## src/rtl/acc_cpu_pkg.sv

```systemverilog
package acc_cpu_pkg;

    localparam int OPC_W = 4;

    localparam logic [OPC_W-1:0] OPC_HALT   = 4'd0;
    localparam logic [OPC_W-1:0] OPC_ADD    = 4'd1;
    localparam logic [OPC_W-1:0] OPC_SUB    = 4'd2;
    localparam logic [OPC_W-1:0] OPC_STORE  = 4'd3;
    localparam logic [OPC_W-1:0] OPC_LOAD   = 4'd5;
    localparam logic [OPC_W-1:0] OPC_JUMP   = 4'd6;
    localparam logic [OPC_W-1:0] OPC_JZERO  = 4'd7;
    localparam logic [OPC_W-1:0] OPC_JNNEG  = 4'd8;
    localparam logic [OPC_W-1:0] OPC_INPUT  = 4'd9;
    localparam logic [OPC_W-1:0] OPC_OUTPUT = 4'd10;

    typedef enum logic [3:0] {
        S_FETCH_ADDR,
        S_FETCH_READ,
        S_FETCH_MDR,
        S_FETCH_CIR,
        S_DECODE,
        S_OPND_ADDR,
        S_OPND_READ,
        S_OPND_MDR,
        S_ACC_UPDATE,
        S_STORE_ADDR,
        S_STORE_WRITE,
        S_BRANCH,
        S_INPUT,
        S_OUTPUT,
        S_HALT
    } cpu_state_e;

    typedef enum logic [2:0] {
        ACC_HOLD,
        ACC_ADD,
        ACC_SUB,
        ACC_LOAD,
        ACC_IN
    } acc_op_e;

    typedef struct packed {
        logic    mar_ld;
        logic    mar_opnd;
        logic    pc_inc;
        logic    pc_ld;
        logic    mdr_ld;
        logic    mdr_acc;
        logic    cir_ld;
        acc_op_e acc_op;
        logic    mem_rd;
        logic    mem_wr;
    } dp_ctrl_t;

endpackage

```

## src/rtl/acc_cpu_alu.sv

```systemverilog
module acc_cpu_alu
    import acc_cpu_pkg::*;
#(
    parameter int DATA_W = 16
) (
    input  acc_op_e           op,
    input  logic [DATA_W-1:0] acc_val,
    input  logic [DATA_W-1:0] mem_val,
    input  logic [DATA_W-1:0] ext_val,
    output logic [DATA_W-1:0] result
);

    always_comb begin
        unique case (op)
            ACC_ADD:  result = acc_val + mem_val;
            ACC_SUB:  result = acc_val - mem_val;
            ACC_LOAD: result = mem_val;
            ACC_IN:   result = ext_val;
            default:  result = acc_val;
        endcase
    end

endmodule

```

## src/rtl/acc_cpu_datapath.sv

```systemverilog
module acc_cpu_datapath
    import acc_cpu_pkg::*;
#(
    parameter int DATA_W = 16,
    parameter int ADDR_W = 8
) (
    input  logic              clk,
    input  logic              rst_n,
    input  dp_ctrl_t          ctl,
    input  logic [DATA_W-1:0] mem_rdata,
    input  logic [DATA_W-1:0] in_data,
    output logic [ADDR_W-1:0] mar,
    output logic [DATA_W-1:0] mdr,
    output logic [DATA_W-1:0] acc,
    output logic [OPC_W-1:0]  cir_op,
    output logic              acc_zero,
    output logic              acc_neg
);

    localparam int OP_LSB = DATA_W - OPC_W;

    logic [ADDR_W-1:0] pc;
    logic [ADDR_W-1:0] cir_opnd;
    logic [DATA_W-1:0] alu_y;

    acc_cpu_alu #(.DATA_W(DATA_W)) u_alu (
        .op      (ctl.acc_op),
        .acc_val (acc),
        .mem_val (mdr),
        .ext_val (in_data),
        .result  (alu_y)
    );

    always_ff @(posedge clk) begin
        if (!rst_n) begin
            pc       <= '0;
            mar      <= '0;
            mdr      <= '0;
            cir_op   <= '0;
            cir_opnd <= '0;
            acc      <= '0;
        end else begin
            if (ctl.pc_ld) begin
                pc <= cir_opnd;
            end else if (ctl.pc_inc) begin
                pc <= pc + 1'b1;
            end
            if (ctl.mar_ld) begin
                mar <= ctl.mar_opnd ? cir_opnd : pc;
            end
            if (ctl.mdr_ld) begin
                mdr <= ctl.mdr_acc ? acc : mem_rdata;
            end
            if (ctl.cir_ld) begin
                cir_op   <= mdr[DATA_W-1:OP_LSB];
                cir_opnd <= mdr[ADDR_W-1:0];
            end
            if (ctl.acc_op != ACC_HOLD) begin
                acc <= alu_y;
            end
        end
    end

    assign acc_zero = (acc == '0);
    assign acc_neg  = acc[DATA_W-1];

    // program counter steps by one on the fetch read
    a_r2_pc_step: assert property (@(posedge clk) disable iff (!rst_n)
        (ctl.pc_inc && !ctl.pc_ld) |=> (pc == $past(pc) + 1'b1));

    // instruction register takes the fetched word
    a_r2_cir_copy: assert property (@(posedge clk) disable iff (!rst_n)
        ctl.cir_ld |=> (cir_op == $past(mdr[DATA_W-1:OP_LSB])));

    // a taken branch lands on the operand
    a_r6_branch_target: assert property (@(posedge clk) disable iff (!rst_n)
        ctl.pc_ld |=> (pc == $past(cir_opnd)));

endmodule

```

## src/rtl/acc_cpu_ctrl.sv

```systemverilog
module acc_cpu_ctrl
    import acc_cpu_pkg::*;
(
    input  logic             clk,
    input  logic             rst_n,
    input  logic [OPC_W-1:0] cir_op,
    input  logic             acc_zero,
    input  logic             acc_neg,
    input  logic             in_valid,
    output dp_ctrl_t         ctl,
    output logic             in_ready,
    output logic             out_valid,
    output logic             halted
);

    cpu_state_e state, state_nx;
    logic       take_branch;

    always_comb begin
        take_branch = (cir_op == OPC_JUMP)
                   || ((cir_op == OPC_JZERO) && acc_zero)
                   || ((cir_op == OPC_JNNEG) && !acc_neg);
    end

    always_ff @(posedge clk) begin
        if (!rst_n) begin
            state <= S_FETCH_ADDR;
        end else begin
            state <= state_nx;
        end
    end

    always_comb begin
        state_nx = state;
        unique case (state)
            S_FETCH_ADDR:  state_nx = S_FETCH_READ;
            S_FETCH_READ:  state_nx = S_FETCH_MDR;
            S_FETCH_MDR:   state_nx = S_FETCH_CIR;
            S_FETCH_CIR:   state_nx = S_DECODE;
            S_DECODE: begin
                unique case (cir_op)
                    OPC_ADD, OPC_SUB, OPC_LOAD:     state_nx = S_OPND_ADDR;
                    OPC_STORE:                      state_nx = S_STORE_ADDR;
                    OPC_JUMP, OPC_JZERO, OPC_JNNEG: state_nx = S_BRANCH;
                    OPC_INPUT:                      state_nx = S_INPUT;
                    OPC_OUTPUT:                     state_nx = S_OUTPUT;
                    default:                        state_nx = S_HALT;
                endcase
            end
            S_OPND_ADDR:   state_nx = S_OPND_READ;
            S_OPND_READ:   state_nx = S_OPND_MDR;
            S_OPND_MDR:    state_nx = S_ACC_UPDATE;
            S_ACC_UPDATE:  state_nx = S_FETCH_ADDR;
            S_STORE_ADDR:  state_nx = S_STORE_WRITE;
            S_STORE_WRITE: state_nx = S_FETCH_ADDR;
            S_BRANCH:      state_nx = S_FETCH_ADDR;
            S_INPUT:       state_nx = in_valid ? S_FETCH_ADDR : S_INPUT;
            S_OUTPUT:      state_nx = S_FETCH_ADDR;
            S_HALT:        state_nx = S_HALT;
            default:       state_nx = S_HALT;
        endcase
    end

    always_comb begin
        ctl       = '0;
        ctl.acc_op = ACC_HOLD;
        in_ready  = 1'b0;
        out_valid = 1'b0;
        halted    = 1'b0;
        unique case (state)
            S_FETCH_ADDR: ctl.mar_ld = 1'b1;
            S_FETCH_READ: begin
                ctl.mem_rd = 1'b1;
                ctl.pc_inc = 1'b1;
            end
            S_FETCH_MDR:  ctl.mdr_ld = 1'b1;
            S_FETCH_CIR:  ctl.cir_ld = 1'b1;
            S_DECODE:     ;
            S_OPND_ADDR: begin
                ctl.mar_ld   = 1'b1;
                ctl.mar_opnd = 1'b1;
            end
            S_OPND_READ:  ctl.mem_rd = 1'b1;
            S_OPND_MDR:   ctl.mdr_ld = 1'b1;
            S_ACC_UPDATE: begin
                if (cir_op == OPC_ADD) begin
                    ctl.acc_op = ACC_ADD;
                end else if (cir_op == OPC_SUB) begin
                    ctl.acc_op = ACC_SUB;
                end else begin
                    ctl.acc_op = ACC_LOAD;
                end
            end
            S_STORE_ADDR: begin
                ctl.mar_ld   = 1'b1;
                ctl.mar_opnd = 1'b1;
                ctl.mdr_ld   = 1'b1;
                ctl.mdr_acc  = 1'b1;
            end
            S_STORE_WRITE: ctl.mem_wr = 1'b1;
            S_BRANCH:      ctl.pc_ld = take_branch;
            S_INPUT: begin
                in_ready = 1'b1;
                if (in_valid) begin
                    ctl.acc_op = ACC_IN;
                end
            end
            S_OUTPUT:      out_valid = 1'b1;
            S_HALT:        halted = 1'b1;
            default:       halted = 1'b1;
        endcase
    end

    // the write strobe lasts one cycle
    a_r5_wr_pulse: assert property (@(posedge clk) disable iff (!rst_n)
        ctl.mem_wr |=> !ctl.mem_wr);

    // never read and write together
    a_r5_rw_exclusive: assert property (@(posedge clk) disable iff (!rst_n)
        !(ctl.mem_rd && ctl.mem_wr));

    // the output strobe lasts one cycle
    a_r10_out_pulse: assert property (@(posedge clk) disable iff (!rst_n)
        out_valid |=> !out_valid);

    // the input state holds until a word is offered
    a_r9_inp_wait: assert property (@(posedge clk) disable iff (!rst_n)
        (in_ready && !in_valid) |=> in_ready);

    // halted never drops before reset
    a_r11_halt_hold: assert property (@(posedge clk) disable iff (!rst_n)
        halted |=> halted);

    // no memory traffic once halted
    a_r11_halt_quiet: assert property (@(posedge clk) disable iff (!rst_n)
        halted |-> (!ctl.mem_rd && !ctl.mem_wr && !out_valid));

endmodule

```

## src/rtl/acc_cpu_core.sv

```systemverilog
module acc_cpu_core
    import acc_cpu_pkg::*;
#(
    parameter int DATA_W = 16,
    parameter int ADDR_W = 8
) (
    input  logic              clk,
    input  logic              rst_n,
    output logic [ADDR_W-1:0] mem_addr,
    output logic [DATA_W-1:0] mem_wdata,
    output logic              mem_rd,
    output logic              mem_wr,
    input  logic [DATA_W-1:0] mem_rdata,
    input  logic              in_valid,
    input  logic [DATA_W-1:0] in_data,
    output logic              in_ready,
    output logic              out_valid,
    output logic [DATA_W-1:0] out_data,
    output logic              halted
);

    dp_ctrl_t          ctl;
    logic [OPC_W-1:0]  cir_op;
    logic              acc_zero;
    logic              acc_neg;
    logic [ADDR_W-1:0] mar;
    logic [DATA_W-1:0] mdr;
    logic [DATA_W-1:0] acc;

    acc_cpu_ctrl u_ctrl (
        .clk       (clk),
        .rst_n     (rst_n),
        .cir_op    (cir_op),
        .acc_zero  (acc_zero),
        .acc_neg   (acc_neg),
        .in_valid  (in_valid),
        .ctl       (ctl),
        .in_ready  (in_ready),
        .out_valid (out_valid),
        .halted    (halted)
    );

    acc_cpu_datapath #(
        .DATA_W (DATA_W),
        .ADDR_W (ADDR_W)
    ) u_dp (
        .clk       (clk),
        .rst_n     (rst_n),
        .ctl       (ctl),
        .mem_rdata (mem_rdata),
        .in_data   (in_data),
        .mar       (mar),
        .mdr       (mdr),
        .acc       (acc),
        .cir_op    (cir_op),
        .acc_zero  (acc_zero),
        .acc_neg   (acc_neg)
    );

    assign mem_addr  = mar;
    assign mem_wdata = mdr;
    assign mem_rd    = ctl.mem_rd;
    assign mem_wr    = ctl.mem_wr;
    assign out_data  = acc;

    // a store puts the accumulator on the write lines
    a_r5_store_data: assert property (@(posedge clk) disable iff (!rst_n)
        mem_wr |-> (mem_wdata == acc));

endmodule

```

## config.mk

```make
export PLATFORM = sky130hd
export DESIGN_NAME = acc_cpu_core
export DESIGN_NICKNAME = d
export VERILOG_FILES = /design/src/rtl/acc_cpu_pkg.sv /design/src/rtl/acc_cpu_alu.sv /design/src/rtl/acc_cpu_datapath.sv /design/src/rtl/acc_cpu_ctrl.sv /design/src/rtl/acc_cpu_core.sv
export SDC_FILE = /design/constraint.sdc
export NUM_CORES = 1
export LEC_CHECK = 0
export BUFFER_PORTS_ARGS = -buffer_cell sky130_fd_sc_hd__buf_2
export CORE_ASPECT_RATIO = 0.6
export CORE_UTILIZATION = 30
export CTS_CLUSTER_DIAMETER = 100
export DETAILED_ROUTE_END_ITERATION = 6
export PLACE_DENSITY = 0.58
export RECOVER_POWER = 25
export SLEW_MARGIN = 0
export SYNTH_ARGS = -nofsm -noshare
export SYNTH_HDL_FRONTEND = slang
export SYNTH_SLANG_ARGS = --single-unit
```

## constraint.sdc

```tcl
create_clock -name clk -period 2.6 [get_ports clk]
set_input_delay 0.52 -clock clk [delete_from_list [all_inputs] [get_ports clk]]
set_output_delay 0.52 -clock clk [all_outputs]
set_load 0.01 [all_outputs]
```

==> results by group <==
Status
  – Status: finished, violations left
  – Failing checks: setup timing

Worst setup path
  – Crit-path leading delay family: compound AO/OA/AOI/OAI gates
  – Critical R2R Launch: u_ctrl.state[2]$_SDFF_PN0_
  – Critical Path Start: u_ctrl.state[2]$_SDFF_PN0_
  – Crit. End Element: register
  – Worst Path Max Fanout: 4
  – Required @ worst endpoint: 2.84 ns
  – Crit path kind: reg -> reg
  – CP peak stage delay: just under 0.4 ns
  – CP max-delay cell: ha_2
  – Worst setup SP type: register
  – CP bufs+invs: 0
  – Crit path cell chain: nor4b_4 -> and3_4 -> nor2_2 -> xnor2_1 -> ha_2 -> nand3b_1 -> a21oi_2 -> o2111ai_2 -> a211oi_2 -> xor2_1 -> a21o_1
  – Worst EP arrival: 3.01 ns

Route
  – Antenna Violating Nets Remaining: 0
  – Drt via density: 5.35
  – DRT Wirelength: 16700 µm
  – Average wire per standard cell: 18.1 µm
  – Total number of vias: between 4000 and 5000
  – Iteration-0 DRC Markers: 327
  – Initial DRT Pass Iterations: 5
  – Detailed-route DRC error count: 0

CTS
  – CTS tree: done
  – Root Buffer Master: clkbuf_16
  – # H-tree levels: 3
  – Clock transition at path regs: 0.06 ns
  – CTS Buf Count: 9
  – CTS Buffer Depth: 2
  – Clock Sinks: 68
  – Clk_lat worst skew: approximately 0.34 ns

Power
  – VDD IR max: 0.317 mV
  – Pwr Density: ~710 nW/µm²
  – Leakage: approximately 0.0027 µW
  – Total power draw: 4530 µW

Synth
  – Synth area leaders: dfxtp_1 29%, ha_1 5.4%, mux2i_1 5.4%, a21oi_1 5.2%, nand2_1 5.0%
  – Avg Cell Area, Syn: 8.04 µm²
  – Synth Cell Area: 4650 µm²
  – Synth Register Bits: 68
  – Mapped Cells: roughly 580
  – Sequential area share after synthesis: 29.3%
  – Yosys warns: 0
  – Post-synth EDFFs: 0
  – Yosys top cell area share: between 20% and 30%
  – Syn Nets: 634
  – Async S/R FF share, synth: 0%
  – Commonest register cell after synthesis: dfxtp_1
  – Cell taking the most area after synthesis: dfxtp_1
  – Netlist cell types: 70

GRT
  – M1 GR Usage: 31.8%
  – Total track usage: 20.7%
  – Grt total ovfl: 0
  – Antenna violations before repair: 0
  – Largest net degree at the start of global routing: 31
  – Routing usage on met3: under 10%
  – Gr busiest metal: met1
  – Vias in the first global route: 4564
  – Met2 Usage GRT: 28.9%
  – First-pass GRT wire length: 25600 µm

Min path
  – Hold path start: in_data[12]
  – Worst hold path class: in -> reg

Timing
  – Slew headroom: under 10%
  – Final cycle utilization of the critical path: 107%
  – Unrepaired setup endpoints after global routing: yes
  – Setup-failing EPs final: 8
  – Max Clk Rate: roughly 360 MHz
  – Worst Tran Pin Value: 1.45 ns
  – Final hold vios: 0
  – Final min period: approximately 2.8 ns
  – Max Slew Vio Count: 0
  – Clock skew: 0.0101 ns
  – PnR worst setup slack: -0.174 ns

Finish
  – Layout area overhead: 36.8%
  – Fin cells: 922
  – Final nets: 775
  – Fillers: 1491
  – Layout cells sized above 1: 33.4%
  – Ant diodes: 0

Floorplan
  – Starting Density: between 30% and 40%
  – Ports: 80
  – Chip width: about 160 µm
  – Core ar.: 14800 µm²
  – Die area: about 16000 µm²
  – Die H: 98.4 µm
  – FP Rows: 34

Placed design
  – Placed Cells: 889
  – Global placement routability congestion: 0.946
  – Hpwl dp: 12200 µm
  – Number of port buffers: 79

Run
  – Max Cap Viol: 0
worst register-to-register path, cell delays in order (launching register included):
cell and delay [ns]:
dfxtp_2 0.33, nor4b_4 0.34, and3_4 0.28, nor2_2 0.05, xnor2_1 0.13, ha_2 0.39, nand3b_1 0.15, a21oi_2 0.24
o2111ai_2 0.18, a211oi_2 0.29, xor2_1 0.11, a21o_1 0.18
per-layer routing:
| layer | routed length (µm) | share of wire (%) |
|---|---|---|
| met5 | 0 | 0 |
| met1 | 8550 | 51 |
| met3 | 1280 | 7.7 |
| met4 | 92 | 0.55 |
| met2 | 6780 | 41 |
sequential cells by signal, summed over array words and instances, names as in the netlist, named ones only:
name           cells
u_dp.cir_op        4
u_ctrl.state       4
u_dp.mar           8
u_dp.pc            8
u_dp.mdr          16
u_dp.acc          16
u_dp.cir_opnd      8
timing repair:
| action | CTS | global route |
|---|---|---|
| endpoints found under the setup margin | 9 | 12 |
| pin swaps | 17 | 37 |
| buffers inserted | 12 | 7 |
| hold buffers | 0 | 0 |
| cloned | 0 | 0 |
| resized for setup | 18 | 39 |
final cells by class:
type                    instances  area [µm²]  area share (%)
clock inverters                 7        81.3            1.28
clock buffers                   9         225            3.54
multi-input cells             459        3350            52.7
repair buffers                165        1030            16.2
inverters                      16        60.1           0.944
flip-flops and latches         68        1370            21.5
well taps                     198         248            3.89
cell usage after synthesis (3+ instances only):
| library cell | instances |
|---|---|
| nand3_1 | 11 |
| clkbuf_1 | 17 |
| ha_1 | 20 |
| a31oi_1 | 4 |
| o211ai_1 | 6 |
| nand2_1 | 62 |
| nor4_1 | 8 |
| o21a_1 | 8 |
| buf_4 | 4 |
| and2_1 | 4 |
| nand4_1 | 7 |
| o21ai_0 | 23 |
| o21ai_1 | 6 |
| a21o_1 | 10 |
| o2111ai_1 | 5 |
| nor3_1 | 14 |
| nand3b_1 | 6 |
| or3_1 | 5 |
| xor2_1 | 15 |
| a21oi_1 | 48 |
| mux2i_1 | 25 |
| xnor2_1 | 7 |
| mux2_2 | 4 |
| o22ai_1 | 3 |
| nor2_1 | 59 |
| a22oi_1 | 4 |
| a211oi_1 | 24 |
| nor2b_1 | 11 |
| a21boi_0 | 4 |
| inv_1 | 13 |
| dfxtp_1 | 68 |
| buf_6 | 3 |
| o31ai_1 | 5 |
| and3_1 | 8 |
| o211a_1 | 4 |
| buf_2 | 11 |
worst paths after layout:
kind                                   endpoint  slack (ns)  depth (start not counted)
hold reg to reg   u_dp.cir_opnd[2]$_SDFFE_PN0P_        0.46                          2
setup / recovery      u_dp.acc[13]$_SDFFE_PN0P_       -0.17                         11
hold / removal        u_dp.acc[12]$_SDFFE_PN0P_        0.46                          3
setup reg to reg      u_dp.acc[13]$_SDFFE_PN0P_       -0.17                         11
kinds of logic after synthesis:
kind of cell,Yosys count,share of synthesized area [%]
AND/OR/NAND/NOR,214,24.2
AO/OA/AOI/OAI,172,24.7
flip-flops,68,29.3
buffers and inverters,51,5.22
multiplexers,30,6.59
XOR/XNOR,22,4.14
adder cells (fa/ha/maj),21,5.81
where the power goes:
part | switching, µW | internal (µW) | leakage [µW] | total [µW]
combinational | 1070 | 984 | 0.00205 | 2060
sequential | 79.5 | 1100 | 0.000553 | 1180
clock | 532 | 757 | 0.000147 | 1290
total | 1680 | 2850 | 0.00275 | 4530
per-stage QoR:
step	cell area (µm²)	setup TNS [ns]	worst slack, ns	hold slack [ns]	util (%)
finish	6360	-0.930	-0.174	0.456	43.0
global route	6360	-2.26	-0.271	0.479	43.0
CTS	6170	-0.606	-0.104	0.453	41.7
detailed placement	5700	-1.05	-0.250	0.448	38.5
global placement	5700	-0.719	-0.245	0.447	38.5
floorplan	4730	-0.726	-0.136	0.436	-
cell usage in the layout, fill, tap and decap left out, types with 4 or more instances in the layout:
master and count:
o21ai_0 17, o21ai_1 8, a21oi_2 10, buf_2 64
xor2_1 15, nor2b_1 10, mux2i_1 25, a22oi_1 4
dfxtp_2 4, clkbuf_16 9, ha_1 16, mux2_2 4
or3_1 5, xnor2_1 7, and3_1 8, o211ai_1 6
dfxtp_1 64, nor2_1 57, o211a_1 4, a31oi_1 4
a21oi_1 38, a21o_1 10, o21a_1 8, nand2_1 60
nand3_1 10, nor3_1 11, inv_1 13, nand3b_1 6
clkbuf_1 16, nor4_1 8, nand4_1 7, buf_4 82
and2_1 4, ha_2 4, a211oi_1 21
Power figures use the tool's default switching activity.
